[config.mk]
export PLATFORM = sky130hd
export DESIGN_NAME = gp_port_ctl
export DESIGN_NICKNAME = d
export VERILOG_FILES = /design/src/rtl/gp_port_pkg.sv /design/src/rtl/gp_sync.sv /design/src/rtl/gp_regs.sv /design/src/rtl/gp_irq.sv /design/src/rtl/gp_port_ctl.sv
export SDC_FILE = /design/constraint.sdc
export NUM_CORES = 1
export LEC_CHECK = 0
export BUFFER_PORTS_ARGS = -buffer_cell sky130_fd_sc_hd__buf_2
export CAP_MARGIN = 20
export CORE_MARGIN = 1.5
export CORE_UTILIZATION = 55
export CTS_BUF_LIST = sky130_fd_sc_hd__clkbuf_16
export DETAILED_ROUTE_END_ITERATION = 8
export GPL_TIMING_DRIVEN = 0
export MAX_ROUTING_LAYER = met4
export PLACE_DENSITY_LB_ADDON = 0.3
export SYNTH_ARGS = -nofsm -noshare
export SYNTH_HDL_FRONTEND = slang
export SYNTH_SLANG_ARGS = --single-unit
[constraint.sdc]
create_clock -name clk -period 1.3 [get_ports clk]
set_input_delay 0.195 -clock clk [delete_from_list [all_inputs] [get_ports clk]]
set_output_delay 0.195 -clock clk [all_outputs]
set_load 0.1 [all_outputs]
[src/rtl/gp_port_pkg.sv]
package gp_port_pkg;

    parameter int unsigned PIN_W = 8;
    parameter int unsigned IDX_W = 3;

    typedef logic [PIN_W-1:0] pins_t;

    typedef enum logic [IDX_W-1:0] {
        REG_DIR = 3'd0,
        REG_LVL = 3'd1,
        REG_HIZ = 3'd2,
        REG_INV = 3'd3,
        REG_IEN = 3'd4
    } reg_idx_e;

    typedef struct packed {
        pins_t dir;   // 1 = input
        pins_t lvl;   // output level
        pins_t hiz;   // 1 = float output
        pins_t inv;   // 1 = invert input
        pins_t ien;   // 1 = interrupt enable
    } cfg_t;

    function automatic pins_t level_view(cfg_t c, pins_t eff);
        return (c.dir & eff) | (~c.dir & c.lvl);
    endfunction

    function automatic pins_t read_mux(cfg_t c, pins_t view, logic [IDX_W-1:0] idx);
        pins_t r;
        case (idx)
            REG_DIR: r = c.dir;
            REG_LVL: r = view;
            REG_HIZ: r = c.hiz;
            REG_INV: r = c.inv;
            REG_IEN: r = c.ien;
            default: r = '0;
        endcase
        return r;
    endfunction

endpackage

[src/rtl/gp_sync.sv]
module gp_sync #(
    parameter int unsigned W     = 8,
    parameter int unsigned DEPTH = 2
) (
    input  logic         clk,
    input  logic         rst,
    input  logic [W-1:0] d,
    output logic [W-1:0] q
);
    logic [W-1:0] stg [DEPTH];

    always_ff @(posedge clk) begin
        if (rst) begin
            for (int i = 0; i < DEPTH; i++) stg[i] <= '0;
        end else begin
            stg[0] <= d;
            for (int i = 1; i < DEPTH; i++) stg[i] <= stg[i-1];
        end
    end

    assign q = stg[DEPTH-1];
endmodule

[src/rtl/gp_regs.sv]
module gp_regs
    import gp_port_pkg::*;
(
    input  logic             clk,
    input  logic             rst,
    input  logic             wr,
    input  logic [IDX_W-1:0] idx,
    input  pins_t            wdata,
    output cfg_t             cfg
);
    always_ff @(posedge clk) begin
        if (rst) begin
            cfg <= '0;
        end else if (wr) begin
            case (idx)
                REG_DIR: cfg.dir <= wdata;
                REG_LVL: cfg.lvl <= wdata;
                REG_HIZ: cfg.hiz <= wdata;
                REG_INV: cfg.inv <= wdata;
                REG_IEN: cfg.ien <= wdata;
                default: ;
            endcase
        end
    end
endmodule

[src/rtl/gp_irq.sv]
module gp_irq
    import gp_port_pkg::*;
(
    input  logic  clk,
    input  logic  rst,
    input  pins_t cause,
    input  logic  clr,
    output logic  irq
);
    always_ff @(posedge clk) begin
        if (rst)       irq <= 1'b0;
        else if (clr)  irq <= 1'b0;
        else if (|cause) irq <= 1'b1;
    end
endmodule

[src/rtl/gp_port_ctl.sv]
module gp_port_ctl
    import gp_port_pkg::*;
#(
    parameter int unsigned SYNC_DEPTH = 2
) (
    input  logic             clk,
    input  logic             rst,
    input  logic             bus_wr,
    input  logic             bus_rd,
    input  logic [IDX_W-1:0] bus_idx,
    input  logic [PIN_W-1:0] bus_wdata,
    output logic [PIN_W-1:0] bus_rdata,
    input  logic [PIN_W-1:0] pin_in,
    output logic [PIN_W-1:0] pin_out,
    output logic [PIN_W-1:0] pin_oe,
    output logic             irq
);
    cfg_t  cfg_q;
    pins_t sync_q;
    pins_t eff_in;
    pins_t cause_vec;
    logic  lvl_read;

    gp_sync #(.W(PIN_W), .DEPTH(SYNC_DEPTH)) u_sync (
        .clk(clk), .rst(rst), .d(pin_in), .q(sync_q)
    );

    gp_regs u_regs (
        .clk(clk), .rst(rst), .wr(bus_wr), .idx(bus_idx),
        .wdata(bus_wdata), .cfg(cfg_q)
    );

    assign eff_in    = sync_q ^ cfg_q.inv;
    assign cause_vec = cfg_q.ien & cfg_q.dir & eff_in;
    assign lvl_read  = bus_rd && (bus_idx == REG_LVL);

    gp_irq u_irq (
        .clk(clk), .rst(rst), .cause(cause_vec), .clr(lvl_read), .irq(irq)
    );

    always_ff @(posedge clk) begin
        if (rst)         bus_rdata <= '0;
        else if (bus_rd) bus_rdata <= read_mux(cfg_q, level_view(cfg_q, eff_in), bus_idx);
    end

    assign pin_out = cfg_q.lvl;
    assign pin_oe  = ~(cfg_q.dir | cfg_q.hiz);
endmodule

==> impl_results.html <==
<table>
<tr><th>Metric</th><th>Value</th></tr>
<tr><th colspan="2">Outcome</th></tr>
<tr><td>Status</td><td>finished, final reports clean</td></tr>
<tr><th colspan="2">Cells and area</th></tr>
<tr><td>Final Core Density</td><td>74.0%</td></tr>
<tr><td>Final non-filler cell total</td><td>roughly 460</td></tr>
<tr><td>Layout cells sized above 1</td><td>25.1%</td></tr>
<tr><td>Area growth from synthesis to layout</td><td>26.3%</td></tr>
<tr><td>Post-layout nets</td><td>just over 400</td></tr>
<tr><td>Number of diodes added for antenna fixing</td><td>0</td></tr>
<tr><th colspan="2">CTS</th></tr>
<tr><td>CTS H-tree lvls</td><td>3</td></tr>
<tr><td>Clock-pin slew on the worst setup and hold paths</td><td>0.05 ns</td></tr>
<tr><td>CTS Buf Count</td><td>9</td></tr>
<tr><td>Root buffer cell</td><td>clkbuf_16</td></tr>
<tr><td>TritonCTS Sinks</td><td>between 60 and 70</td></tr>
<tr><td>Clock Path Buffers</td><td>2</td></tr>
<tr><td>Number of hold-repair buffers added at the cts stage</td><td>0</td></tr>
<tr><td>Setup repair bufs after CTS</td><td>0</td></tr>
<tr><td>Clock tree from TritonCTS</td><td>yes</td></tr>
<tr><td>Insertion delay of the later-clocked pin in the worst-skew pair</td><td>0.33 ns</td></tr>
<tr><th colspan="2">Routing</th></tr>
<tr><td>Detailed-route wire length</td><td>a little under 8000 um</td></tr>
<tr><td>Routed vias/inst</td><td>~5.7</td></tr>
<tr><td>Total iterations of the first detailed-routing run</td><td>5</td></tr>
<tr><td>Routed Antenna Nets</td><td>0</td></tr>
<tr><td>Number of DRC markers in iteration 0</td><td>about 270</td></tr>
<tr><td>Total via count in the routed design</td><td>about 2600</td></tr>
<tr><td>Average detailed-routed wire length per instance</td><td>17.0 um</td></tr>
<tr><td>DRC errors left</td><td>0</td></tr>
<tr><th colspan="2">Synth</th></tr>
<tr><td>Average cell area after synthesis</td><td>about 8.5 sq um</td></tr>
<tr><td>Cell type contributing the most total cell area after synthesis</td><td>dfxtp_1</td></tr>
<tr><td>Top FF cell, synth</td><td>dfxtp_1</td></tr>
<tr><td>Area of the mapped netlist</td><td>roughly 0.0028 sq mm</td></tr>
<tr><td>Post-Synthesis Net Count</td><td>between 300 and 400</td></tr>
<tr><td>Top cell type's share of synthesized area</td><td>46.1%</td></tr>
<tr><td>Synthesized instance count</td><td>330</td></tr>
<tr><td>Leading cell type by number of instances after synthesis</td><td>nand2_1</td></tr>
<tr><td>Most area-consuming cells after synthesis</td><td>dfxtp_1 (46%), nand2_1 (11%), a21oi_1 (6.0%), mux2i_1 (5.3%), nor2b_1 (4.0%)</td></tr>
<tr><td>Cell variety after synth</td><td>34</td></tr>
<tr><td>Yosys synthesis warning count</td><td>0</td></tr>
<tr><td>Most common library cells after synthesis</td><td>nand2_1 (81), dfxtp_1 (65), a21oi_1 (34)</td></tr>
<tr><td>Sequential share of the synthesized area</td><td>46.1%</td></tr>
<tr><td>Ys async rst share</td><td>0%</td></tr>
<tr><td>Flop and latch count out of synthesis</td><td>65</td></tr>
<tr><td>Count of flip-flops with a built-in enable after synthesis</td><td>0</td></tr>
<tr><th colspan="2">STA</th></tr>
<tr><td>Final setup violation count</td><td>0</td></tr>
<tr><td>RSZ-0062 raised after global routing</td><td>true</td></tr>
<tr><td>Max Transition Viols Final</td><td>0</td></tr>
<tr><td>Hold Slack</td><td>around 0.074 ns</td></tr>
<tr><td>Worst-margin pin slew</td><td>around 0.67 ns</td></tr>
<tr><td>Setup_tns</td><td>0 ns</td></tr>
<tr><td>Final worst-path cycle share</td><td>97.7%</td></tr>
<tr><td>Minimum clock period</td><td>around 1.3 ns</td></tr>
<tr><td>Relative slew slack</td><td>between 50% and 60%</td></tr>
<tr><td>Hold Vio Cnt, Final</td><td>0</td></tr>
<tr><td>Final WS setup</td><td>~0.03 ns</td></tr>
<tr><td>Largest clock skew in the final design</td><td>around 0.0057 ns</td></tr>
<tr><td>Maximum clock frequency</td><td>0.787 GHz</td></tr>
<tr><th colspan="2">Place</th></tr>
<tr><td>Quantity of I/O buffers inserted on ports</td><td>45</td></tr>
<tr><td>Setup WS pre-CTS</td><td>-0.216 ns</td></tr>
<tr><td>Placer congestion estimate</td><td>0.902</td></tr>
<tr><td>Detailed Place HPWL</td><td>~5000 um</td></tr>
<tr><td>Cells after DPL</td><td>442</td></tr>
<tr><th colspan="2">Min path</th></tr>
<tr><td>Destination of the worst hold path</td><td>u_sync.stg[0][5]</td></tr>
<tr><td>Worst hold start</td><td>pin_in[5]</td></tr>
<tr><td>Worst hold path type</td><td>primary input to flop</td></tr>
<tr><td>Worst Hold Path Cells</td><td>2</td></tr>
<tr><th colspan="2">Global route</th></tr>
<tr><td>Number of global-route vias before repair</td><td>approximately 2400</td></tr>
<tr><td>Number of antenna violations at the first check in global routing</td><td>0</td></tr>
<tr><td>First-pass GRT wire length</td><td>between 10000 and 15000 um</td></tr>
<tr><td>Combined global-route utilization of all metal layers</td><td>between 30% and 40%</td></tr>
<tr><td>Largest net degree at the start of global routing</td><td>11</td></tr>
<tr><td>Total congestion overflow after global routing</td><td>0</td></tr>
<tr><th colspan="2">Worst setup path</th></tr>
<tr><td>Depth of the most critical reg-to-reg path</td><td>4</td></tr>
<tr><td>Endpoint arrival time on the critical path</td><td>between 1.5 and 2 ns</td></tr>
<tr><td>Kind of critical path</td><td>primary input to flop</td></tr>
<tr><td>Critical path startpoint category</td><td>primary input</td></tr>
<tr><td>Setup slack of the worst register-to-register path</td><td>~0.08 ns</td></tr>
<tr><td>Required time reported for the critical path endpoint</td><td>roughly 1.6 ns</td></tr>
<tr><td>R2R Path End</td><td>bus_rdata[7]</td></tr>
<tr><td>Worst-path fanout max</td><td>9</td></tr>
<tr><td>Source of the worst register-to-register timing path</td><td>u_regs.cfg[39]</td></tr>
<tr><td>Critical Path End Type</td><td>flop</td></tr>
<tr><th colspan="2">Floorplan</th></tr>
<tr><td>Starting density of the core</td><td>58.6%</td></tr>
<tr><td>Horizontal extent of the die</td><td>74.6 um</td></tr>
<tr><td>Chip Height</td><td>approximately 75 um</td></tr>
<tr><td>Core region area</td><td>between 0.004 and 0.005 sq mm</td></tr>
<tr><td>I/O Pins</td><td>48</td></tr>
<tr><td>Die Footprint</td><td>around 0.0056 sq mm</td></tr>
<tr><td>Cell Rows</td><td>25</td></tr>
<tr><th colspan="2">Job</th></tr>
<tr><td>Number of violations of the max-capacitance limit</td><td>0</td></tr>
<tr><th colspan="2">Pwr</th></tr>
<tr><td>Reported leakage power</td><td>approximately 0.0013 uW</td></tr>
<tr><td>Pwr/cell area</td><td>1300 mW/mm^2</td></tr>
<tr><td>Peak VDD IR</td><td>1.17 mV</td></tr>
</table>
==> area by class of cell <==
| cell class | instances | area (sq um) |
|---|---|---|
| Buffer | 25 | 170 |
| Multi-Input combinational cell | 237 | 1420 |
| Tap cell | 67 | 83.8 |
| Inverter | 3 | 11.3 |
| Fill cell | 384 | 1250 |
| Sequential cell | 65 | 1300 |
| Timing Repair Buffer | 45 | 324 |
| Clock buffer | 9 | 225 |
| Clock inverter | 6 | 22.5 |
==> worst max-delay path, cell delays in order <==
cell and delay (ns):
buf_6 0.10, clkinv_1 0.33, nor3_4 0.54, a221oi_1 0.20
o21ai_1 0.15
==> layout by cell type (no fill, tap or decap), types with 9 or more instances in the layout <==
master,Yosys,final
clkbuf_16,0,9
a21oi_1,34,34
nor2b_1,18,18
nand2_1,81,81
buf_2,4,26
dfxtp_1,65,63
nor2_1,28,20
mux2i_1,15,15
buf_4,11,16
buf_6,4,15
==> power breakdown <==
part | total [uW] | switching, uW | internal [uW]
clock | 2030 | 800 | 1230
sequential | 2090 | 43.9 | 2050
combinational | 494 | 335 | 159
==> metrics by stage <==
stage / power, uW / instance area, sq um
finish: 4620 / 3560
global route: 4770 / 3560
CTS: 4600 / 3480
detailed placement: 2590 / 3190
global placement: 2580 / 3190
floorplan: 2450 / 2880
==> sequential cells by signal, summed over array words and instances (netlist names) <==
name / count
u_irq.irq: 1
u_regs.cfg: 40
u_sync.stg: 16
bus_rdata: 8
==> cells by family after synthesis <==
kind of cell,share of synthesized area [%]
and+or+nand+nor,22.5
AOI/OAI and AO/OA,16.8
DFF,46.1
buffers and inverters,6.43
muxes,5.72
xor gates and xnor gates,2.48
==> worst max path at each step <==
stage	startpoint	end	slack [ns]	cells past startpoint
3_3_place_gp	bus_idx[0]	bus_rdata[3]	-0.15	5
3_5_place_dp	rst	u_regs.cfg[34]	-0.22	4
2_1_floorplan	u_regs.cfg[32]	pin_oe[0]	-0.03	1
6_report	bus_idx[0]	bus_rdata[4]	0.03	5
5_1_grt	u_regs.cfg[13]	u_irq.irq	-0.008	4
4_1_cts	u_regs.cfg[32]	pin_oe[0]	0.0009	2
==> layer usage <==
metal	vias up	GRT usage [%]	wire length (um)
met3	18	8.57	586
met1	1228	36.7	3250
li1	1226	-	-
met2	125	47.9	3720
met5	-	-	0
met4	0	12.9	190
==> repair_timing <==
action	in CTS	in global routing
gates resized for setup	17	22
pin swaps	0	2
setup endpoints to repair	16	20
cloned	0	0
(Power assumes the default switching activity.)
